**src/rtl/stx_pkg.sv**
```systemverilog
package stx_pkg;

    localparam int DATA_W    = 8;
    localparam int FRAME_MAX = 1 + DATA_W + 1 + 2;
    localparam int LEN_W     = $clog2(FRAME_MAX + 1);
    localparam int OS_LO     = 8;
    localparam int OS_HI     = 16;
    localparam int TCNT_W    = $clog2(OS_HI);

    typedef struct packed {
        logic len7;
        logic par_en;
        logic par_odd;
        logic stop2;
        logic os8;
    } fmt_t;

    typedef enum logic {
        SER_IDLE = 1'b0,
        SER_SEND = 1'b1
    } ser_state_t;

    function automatic int data_bits(input fmt_t f);
        return f.len7 ? DATA_W - 1 : DATA_W;
    endfunction

    function automatic logic [LEN_W-1:0] frame_len(input fmt_t f);
        int n;
        n = 1 + data_bits(f) + (f.par_en ? 1 : 0) + (f.stop2 ? 2 : 1);
        return LEN_W'(n);
    endfunction

    function automatic logic [FRAME_MAX-1:0] frame_bits(input fmt_t f,
                                                        input logic [DATA_W-1:0] d);
        logic [FRAME_MAX-1:0] v;
        logic                 par;
        int                   nd;
        nd  = data_bits(f);
        v   = '1;
        v[0] = 1'b0;
        par = f.par_odd;
        for (int i = 0; i < DATA_W; i++) begin
            if (i < nd) begin
                v[1 + i] = d[i];
                par      = par ^ d[i];
            end
        end
        if (f.par_en) v[1 + nd] = par;
        return v;
    endfunction

    function automatic logic [TCNT_W-1:0] last_tick(input fmt_t f);
        return f.os8 ? TCNT_W'(OS_LO - 1) : TCNT_W'(OS_HI - 1);
    endfunction

endpackage

```
**src/rtl/stx_fifo.sv**
```systemverilog
module stx_fifo #(
    parameter int DEPTH = 16,
    parameter int WIDTH = 8
) (
    input  logic                       clk,
    input  logic                       rst,
    input  logic                       wr_en,
    input  logic [WIDTH-1:0]           wr_data,
    input  logic                       pop,
    output logic [WIDTH-1:0]           rd_data,
    output logic [$clog2(DEPTH+1)-1:0] count,
    output logic                       overflow
);
    localparam int PTR_W = (DEPTH > 1) ? $clog2(DEPTH) : 1;
    localparam int CNT_W = $clog2(DEPTH + 1);

    logic [WIDTH-1:0] store [DEPTH];
    logic [PTR_W-1:0] wr_ptr, rd_ptr;
    logic             full, push;

    assign full    = (count == CNT_W'(DEPTH));
    assign push    = wr_en && !full;
    assign rd_data = store[rd_ptr];

    function automatic logic [PTR_W-1:0] bump(input logic [PTR_W-1:0] p);
        return (p == PTR_W'(DEPTH - 1)) ? '0 : p + 1'b1;
    endfunction

    always_ff @(posedge clk) begin
        if (push) store[wr_ptr] <= wr_data;
    end

    always_ff @(posedge clk) begin
        if (rst) begin
            wr_ptr   <= '0;
            rd_ptr   <= '0;
            count    <= '0;
            overflow <= 1'b0;
        end else begin
            if (push) wr_ptr <= bump(wr_ptr);
            if (pop)  rd_ptr <= bump(rd_ptr);
            case ({push, pop})
                2'b10:   count <= count + 1'b1;
                2'b01:   count <= count - 1'b1;
                default: count <= count;
            endcase
            if (wr_en && full) overflow <= 1'b1;
        end
    end

    p_count_bound_r8: assert property (@(posedge clk) disable iff (rst)
        count <= CNT_W'(DEPTH));
    p_pop_nonempty_r7: assert property (@(posedge clk) disable iff (rst)
        pop |-> (count != '0));
    p_full_write_r9: assert property (@(posedge clk) disable iff (rst)
        (wr_en && full) |=> overflow);
    p_overflow_sticky_r9: assert property (@(posedge clk) disable iff (rst)
        $past(overflow) |-> overflow);

endmodule

```
**src/rtl/stx_serializer.sv**
```systemverilog
module stx_serializer
    import stx_pkg::*;
(
    input  logic              clk,
    input  logic              rst,
    input  logic              start,
    input  fmt_t              fmt_in,
    input  logic [DATA_W-1:0] data_in,
    input  logic              tick,
    output logic              txd,
    output logic              busy
);
    ser_state_t           state;
    fmt_t                 fmt_q;
    logic [FRAME_MAX-1:0] shreg;
    logic [LEN_W-1:0]     bits_left;
    logic [TCNT_W-1:0]    tcnt;
    logic                 bit_end;

    assign busy    = (state == SER_SEND);
    assign txd     = shreg[0];
    assign bit_end = tick && (tcnt == last_tick(fmt_q));

    always_ff @(posedge clk) begin
        if (rst) begin
            state     <= SER_IDLE;
            fmt_q     <= '0;
            shreg     <= '1;
            bits_left <= '0;
            tcnt      <= '0;
        end else begin
            case (state)
                SER_IDLE: begin
                    if (start) begin
                        fmt_q     <= fmt_in;
                        shreg     <= frame_bits(fmt_in, data_in);
                        bits_left <= frame_len(fmt_in);
                        tcnt      <= '0;
                        state     <= SER_SEND;
                    end
                end
                SER_SEND: begin
                    if (bit_end) begin
                        tcnt      <= '0;
                        shreg     <= {1'b1, shreg[FRAME_MAX-1:1]};
                        bits_left <= bits_left - 1'b1;
                        if (bits_left == LEN_W'(1)) state <= SER_IDLE;
                    end else if (tick) begin
                        tcnt <= tcnt + 1'b1;
                    end
                end
                default: state <= SER_IDLE;
            endcase
        end
    end

    p_idle_high_r1: assert property (@(posedge clk) disable iff (rst)
        !busy |-> txd);
    p_start_low_r2: assert property (@(posedge clk) disable iff (rst)
        $rose(busy) |-> !txd);
    p_fmt_hold_r11: assert property (@(posedge clk) disable iff (rst)
        (busy && $past(busy)) |-> $stable(fmt_q));
    p_last_stop_r5: assert property (@(posedge clk) disable iff (rst)
        $fell(busy) |-> $past(txd));

endmodule

```
**src/rtl/stx_top.sv**
```systemverilog
module stx_top
    import stx_pkg::*;
#(
    parameter int DEPTH = 16
) (
    input  logic                       clk,
    input  logic                       rst,
    input  logic                       wr_en,
    input  logic [7:0]                 wr_data,
    input  logic                       fmt_len7,
    input  logic                       fmt_par_en,
    input  logic                       fmt_par_odd,
    input  logic                       fmt_stop2,
    input  logic                       fmt_os8,
    input  logic                       tick,
    input  logic                       cts_n,
    output logic                       txd,
    output logic                       busy,
    output logic [$clog2(DEPTH+1)-1:0] fifo_count,
    output logic                       overflow
);
    localparam int CNT_W = $clog2(DEPTH + 1);

    fmt_t              fmt_live;
    logic [DATA_W-1:0] head;
    logic              start;

    assign fmt_live = '{len7: fmt_len7, par_en: fmt_par_en, par_odd: fmt_par_odd,
                        stop2: fmt_stop2, os8: fmt_os8};
    assign start    = !busy && (fifo_count != CNT_W'(0)) && !cts_n;

    stx_fifo #(.DEPTH(DEPTH), .WIDTH(DATA_W)) u_fifo (
        .clk      (clk),
        .rst      (rst),
        .wr_en    (wr_en),
        .wr_data  (wr_data),
        .pop      (start),
        .rd_data  (head),
        .count    (fifo_count),
        .overflow (overflow)
    );

    stx_serializer u_ser (
        .clk     (clk),
        .rst     (rst),
        .start   (start),
        .fmt_in  (fmt_live),
        .data_in (head),
        .tick    (tick),
        .txd     (txd),
        .busy    (busy)
    );

    p_cts_gate_r10: assert property (@(posedge clk) disable iff (rst)
        $rose(busy) |-> $past(!cts_n));
    p_start_pops_r8: assert property (@(posedge clk) disable iff (rst)
        ($rose(busy) && !$past(wr_en)) |-> (fifo_count == $past(fifo_count) - 1'b1));

endmodule

```
**config.mk**
```make
export PLATFORM = sky130hd
export DESIGN_NAME = stx_top
export DESIGN_NICKNAME = d
export VERILOG_FILES = /design/src/rtl/stx_pkg.sv /design/src/rtl/stx_fifo.sv /design/src/rtl/stx_serializer.sv /design/src/rtl/stx_top.sv
export SDC_FILE = /design/constraint.sdc
export NUM_CORES = 1
export LEC_CHECK = 0
export ABC_AREA = 1
export BUFFER_PORTS_ARGS = -buffer_cell sky130_fd_sc_hd__buf_2
export CAP_MARGIN = 10
export CORE_MARGIN = 1.5
export CORE_UTILIZATION = 60
export CTS_CLUSTER_SIZE = 8
export DETAILED_ROUTE_END_ITERATION = 10
export PLACE_DENSITY = 0.77
export SYNTH_ARGS = -nofsm -noshare
export SYNTH_HDL_FRONTEND = slang
export SYNTH_SLANG_ARGS = --single-unit
```
**constraint.sdc**
```tcl
create_clock -name clk -period 3.4 [get_ports clk]
set_clock_uncertainty 0.1 [all_clocks]
set_input_delay 0.51 -clock clk [delete_from_list [all_inputs] [get_ports clk]]
set_output_delay 0.51 -clock clk [all_outputs]
set_load 0.01 [all_outputs]
```
==> metrics, run 1 <==
num rows=40; Psw=2.118 mW; routed len/inst=16.60 um; vias per cell=5.484; Initial Utilization=61.59%; antenna violations before repair=0; RSZ-0062 raised after global routing=no; CP arrival=3.09 ns; Max VDD drop=0.0004757 V; critical path, cell by cell=nor4_1, nand2_1, nand2_1, inv_1, ha_1, fa_1, a21o_1, a21oi_1, o21ai_0, a21o_1, o21ai_0, a21oi_1; Ys Warns=0; Max clock buf depth=2; Slew Limit Fails=0; maxcap violations=0; Starting DRT DRC Count=679; number of distinct library cells after synthesis=32; minimum clock period=2.860 ns; Syn Std Cell Area=7428 sq um; final hold vios=0; outcome=completed; Primary FF master, synth=edfxtp_1; Final setup viols=0; drt drc=0; Final period util=84.13%; most common cell after layout, fill and taps aside=nand2_1; IO buf count=25; antenna cells=0; Worst-Margin Slew=0.8978 ns; worst skew pair latency=0.44 ns; Setup CP Type=reg2reg; combinational power share=30.0%; CTS tree=done; postcts setup bufs=0; CTS Hold Bufs=0; EDFF count, synth=128; Synth Register Bits=166; synthesized area per cell=9.749 sq um; global route overflow=0; Slowest-stage cell, CP=nor4_1; global-route wire length before repair=25500 um; DR pass1 iterations=5; Resize count post-CTS=0; die width=114.3 um; Nets=817; Critical Path End Type=register; number of buffers created by CTS=17; register area share after synthesis=61.98%; clock share of power=29.8%; Sink Count=166; Final ANT Viol Nets=0; vias in the first global route=5129; P_leak=3.422 nW; clock transition at the registers of the reported paths=0.07 ns; most frequent cells in the layout=199 x nand2_1, 128 x edfxtp_1, 94 x nand3_1, 91 x inv_1, 58 x nor2_1; Die ar.=13060 sq um; Crit Path Max Fanout=6; largest net degree at the start of global routing=46; hold crit path type=in2reg; GRT Util Overall=26.58%; vias=5292; max incr delay on CP=0.49 ns; sw frac=34.63%; Power Density=745.2 nW/um^2; CP startpoint kind=register; share of layout cells above drive strength 1=10.41%; dpl hpwl=10030 um; internal power=3.996 mW; GPL Wtd Cong=0.8478; Post-Route WL=16020 um; Synth Instances=762; Non-Filler Instances=965; syn_nets=795; Seq pwr share=40.2%; ys async rst share=0%; DP Cell Count=933; die height=114.3 um; Peak Freq=349.6 MHz; Slew headroom=39.93%; Area Overhead vs Synth=10.44%; CTS Root Cell=clkbuf_16; critical path required time=3.63 ns; core area=12060 sq um; H-tree level count=4; number of I/O pins=26; Total Neg Setup Slack=0 ns
## through the flow
stage | area, sq um | power [mW] | hold WS (ns) | worst slack [ns] | util [%]
floorplan | 7428 | 3.880 | 0.3224 | 0.6684 | -
global placement | 7642 | 4.211 | 0.3312 | 0.6666 | 63.36
detailed placement | 7642 | 4.309 | 0.3548 | 0.5993 | 63.36
CTS | 8204 | 6.126 | 0.2176 | 0.5600 | 68.02
global route | 8204 | 6.470 | 0.2465 | 0.2861 | 68.02
finish | 8204 | 6.114 | 0.2291 | 0.5396 | 68.02
## final timing paths
kind	cells past startpoint	slack (ns)	from	end
setup / recovery	12	0.54	u_fifo.count[0]	u_fifo.count[4]
hold / removal	3	0.23	fmt_os8	u_ser.fmt_q[0]
setup reg to reg	12	0.54	u_fifo.count[0]	u_fifo.count[4]
hold reg to reg	2	0.37	u_ser.shreg[5]	u_ser.shreg[5]
## logic make-up (layout without fill, tap and decap cells)
logic type                 count (synthesis)  in the layout  synth area share, %
adders and majority gates                 15             15                2.729
xor gates and xnor gates                   6              6               0.7074
buffers and inverters                    126            161                7.529
AOI/OAI and AO/OA                         75             75                5.693
DFF                                      166            166                61.98
and+or+nand+nor                          374            374                21.36
## cells in the mapped netlist (6+ instances only)
library cell | n | area share [%]
nand2_2 | 9 | 0.76
nor3_1 | 6 | 0.40
a21oi_1 | 20 | 1.3
o21ai_0 | 34 | 2.3
nand2_1 | 199 | 10
nor2_1 | 58 | 2.9
inv_1 | 91 | 4.6
dfxtp_1 | 38 | 10
o211ai_1 | 7 | 0.71
ha_1 | 13 | 2.2
nand3_1 | 94 | 6.3
buf_2 | 15 | 1.0
edfxtp_1 | 128 | 52
clkbuf_1 | 6 | 0.30
## power groups by stage
| stage | registers [mW] | clock network, mW | logic [mW] |
|---|---|---|---|
| after floorplan | 2.49 | 0 | 1.39 |
| after global routing | 2.47 | 1.92 | 2.08 |
| final | 2.46 | 1.82 | 1.83 |
| after CTS | 2.46 | 1.84 | 1.83 |
| after global placement | 2.48 | 0 | 1.73 |
| after detailed placement | 2.50 | 0 | 1.81 |
## worst max-delay path, delay by kind of cell, from the launching register on
kind | cells | cell delay (ns)
buffers and inverters | 1 | 0.09
AND/OR/NAND/NOR | 3 | 0.67
adder cells (fa/ha/maj) | 2 | 0.70
AO/OA/AOI/OAI | 6 | 0.81
flip-flops | 1 | 0.37
## registers in the layout (all words and copies together), names as in the netlist, named ones only
name and count:
u_ser.bits_left 4, u_fifo.overflow 1, u_ser.shreg 10, u_fifo.rd_ptr 4, u_fifo.store 128, u_ser.busy 1
u_fifo.wr_ptr 4, u_ser.fmt_q 1, u_ser.tcnt 4, u_fifo.count 5
## per-layer routing
metal	GRT usage (%)	wire length, um	vias to the layer above
met5	0	0	-
met4	10.00	241	0
met3	6.935	1123	24
met2	44.30	8133	188
met1	33.67	6522	2514
li1	-	-	2566
## area by class of cell
cell class	count	area, sq um
inverters	95	356.6
repair buffers	34	205.2
flip-flops and latches	166	4606
clock inverters	11	101.3
clock buffers	21	460.4
multi-input cells	470	2265
fillers	929	3857
well taps	168	210.2
Power figures use the tool's default switching activity.
==> run 2, diff against run 1 <==
Clock period 3.4 ns to 2.85 ns, I/O delays scaled along.
==> metrics, run 2 (synthesis results as in run 1) <==
minimum clock period=2.683 ns (was 2.860 ns); Peak Freq=372.7 MHz (was 349.6 MHz); Post-Route WL=16020 um (about the same); die height=114.3 um (unchanged); number of I/O pins=26 (unchanged); clock share of power=29.2% (was 29.8%); Power Density=876.5 nW/um^2 (was 745.2 nW/um^2); final hold vios=0 (unchanged); IO buf count=25 (unchanged); Critical Path End Type=register (unchanged); FILL cells=901 (was 929); vias per cell=5.345 (was 5.484); Setup CP Type=reg2reg (unchanged); GRT met2 Usage=44.14% (was 44.30%); pre-CTS setup slack=0.05204 ns (was 0.5993 ns); routed len/inst=16.26 um (was 16.60 um); Final ANT Viol Nets=0 (unchanged); Non-Filler Instances=985 (was 965); GPL Wtd Cong=0.8447 (was 0.8478); Largest regs=u_fifo.store (128), u_ser.shreg (10), u_fifo.count (5) (unchanged); CTS Root Cell=clkbuf_16 (unchanged); Starting DRT DRC Count=642 (was 679); CTS tree=done (unchanged); Die ar.=13060 sq um (unchanged); routing usage on met1=34.22% (was 33.67%); dpl hpwl=10060 um (was 10030 um); outcome=completed (unchanged); Final period util=94.15% (was 84.13%); Initial Utilization=61.59% (unchanged); Worst Hold Slack=0.1547 ns (was 0.2291 ns); P_leak=3.517 nW (was 3.422 nW); Worst-Margin Slew=0.6798 ns (was 0.8978 ns); drt drc=0 (unchanged); Total Neg Setup Slack=0 ns (unchanged); share of layout cells above drive strength 1=12.97% (was 10.41%); DP Area=7792 sq um (was 7642 sq um); antenna violations before repair=0 (unchanged); vias in the first global route=5051 (was 5129); internal power=4.706 mW (was 3.996 mW); critical path required time=3.07 ns (was 3.63 ns); Seq pwr share=40.1% (was 40.2%); die width=114.3 um (unchanged); most common cell after layout, fill and taps aside=nand2_1 (unchanged); sw frac=35.64% (was 34.63%); Final setup viols=0 (unchanged); GRT Util Overall=26.36% (was 26.58%); fin area=8343 sq um (was 8204 sq um); DR pass1 iterations=5 (unchanged); most frequent cells in the layout=199 x nand2_1, 128 x edfxtp_1, 94 x nand3_1, 91 x inv_1, 58 x nor2_1 (unchanged); Max clock buf depth=2 (unchanged); global route overflow=0 (unchanged); CTS Hold Bufs=0 (unchanged); maxcap violations=0 (unchanged); Most flops, register=u_fifo.store (unchanged); vias=5265 (was 5292); Largest register FFs=128 (unchanged); global-route wire length before repair=25400 um (was 25500 um); DP Cell Count=953 (was 933); global route hottest layer=met2 (unchanged); Area Overhead vs Synth=12.31% (was 10.44%); core area=12060 sq um (unchanged); number of buffers created by CTS=17 (unchanged); Psw=2.606 mW (was 2.118 mW); clock transition at the registers of the reported paths=0.07 ns (about the same); Slew headroom=54.63% (was 39.93%); worst skew pair latency=0.43 ns (was 0.44 ns); num rows=40 (unchanged); final setup margin=0.1667 ns (was 0.5396 ns); Nets=837 (was 817); Sink Count=166 (unchanged); hold crit path type=in2reg (unchanged); combinational power share=30.7% (was 30.0%); largest net degree at the start of global routing=37 (was 46); Crit Path Max Fanout=5 (was 6); Slew Limit Fails=0 (unchanged); CP startpoint kind=register (unchanged); H-tree level count=4 (unchanged); CP arrival=2.91 ns (was 3.09 ns); Max VDD drop=0.0005889 V (was 0.0004757 V); antenna cells=0 (unchanged); met3 Use GR=5.347% (was 6.935%)
-- run 2: area by class of cell --
type | instances | area [sq um] | area share, %
inverter | 95 | 356.6 | 4.274
tap | 168 | 210.2 | 2.520
sequential | 166 | 4606 | 55.20
clock buffer | 18 | 429.2 | 5.144
multi-input combinational | 470 | 2273 | 27.25
timing repair buffer | 54 | 355.3 | 4.259
clock inverter | 14 | 112.6 | 1.350
-- run 2: repair_timing --
action	in CTS	in global routing
resized for setup	0	2
setup buffers	0	0
endpoints found under the hold margin	0	0
endpoints found under the setup margin	0	2
-- run 2: worst max-delay path, cell delays in order (launching register included) --
cell	delay (ns)
dfxtp_1	0.37
nor4_2	0.33
buf_4	0.17
nand2_1	0.04
nand2_1	0.14
ha_2	0.26
ha_1	0.30
a21o_1	0.20
a21oi_1	0.19
o21ai_0	0.10
a21o_1	0.17
o21ai_0	0.14
a21oi_1	0.06
-- run 2: layer usage --
layer | part of all wire (%) | vias to the layer above
li1 | - | 2606
met1 | 41 | 2450
met2 | 51 | 186
met3 | 6.9 | 23
met4 | 1.4 | 0
met5 | 0 | -
-- run 2: worst paths after layout --
check	start	end	slack, ns	cells after the start
worst max-delay path	u_fifo.count[1]	u_fifo.count[4]	0.17	12
worst min-delay path	fmt_os8	u_ser.fmt_q[0]	0.15	3
worst max register to register	u_fifo.count[1]	u_fifo.count[4]	0.17	12
worst min register to register	u_ser.shreg[5]	u_ser.shreg[5]	0.36	2
-- run 2: per-stage QoR --
| step | power [mW] | util (%) |
|---|---|---|
| 6_report | 7.312 | 69.17 |
| 5_1_grt | 7.713 | 69.17 |
| 4_1_cts | 7.294 | 69.10 |
| 3_5_place_dp | 5.176 | 64.61 |
| 3_3_place_gp | 5.076 | 64.61 |
| 2_1_floorplan | 4.628 | - |
-- run 2: power groups by stage --
stage / clock, mW / sequential [mW] / combinational [mW]
CTS: 2.14 / 2.93 / 2.23
finish: 2.13 / 2.93 / 2.25
floorplan: 0 / 2.97 / 1.66
global placement: 0 / 2.96 / 2.11
detailed placement: 0 / 2.97 / 2.20
global route: 2.23 / 2.95 / 2.53
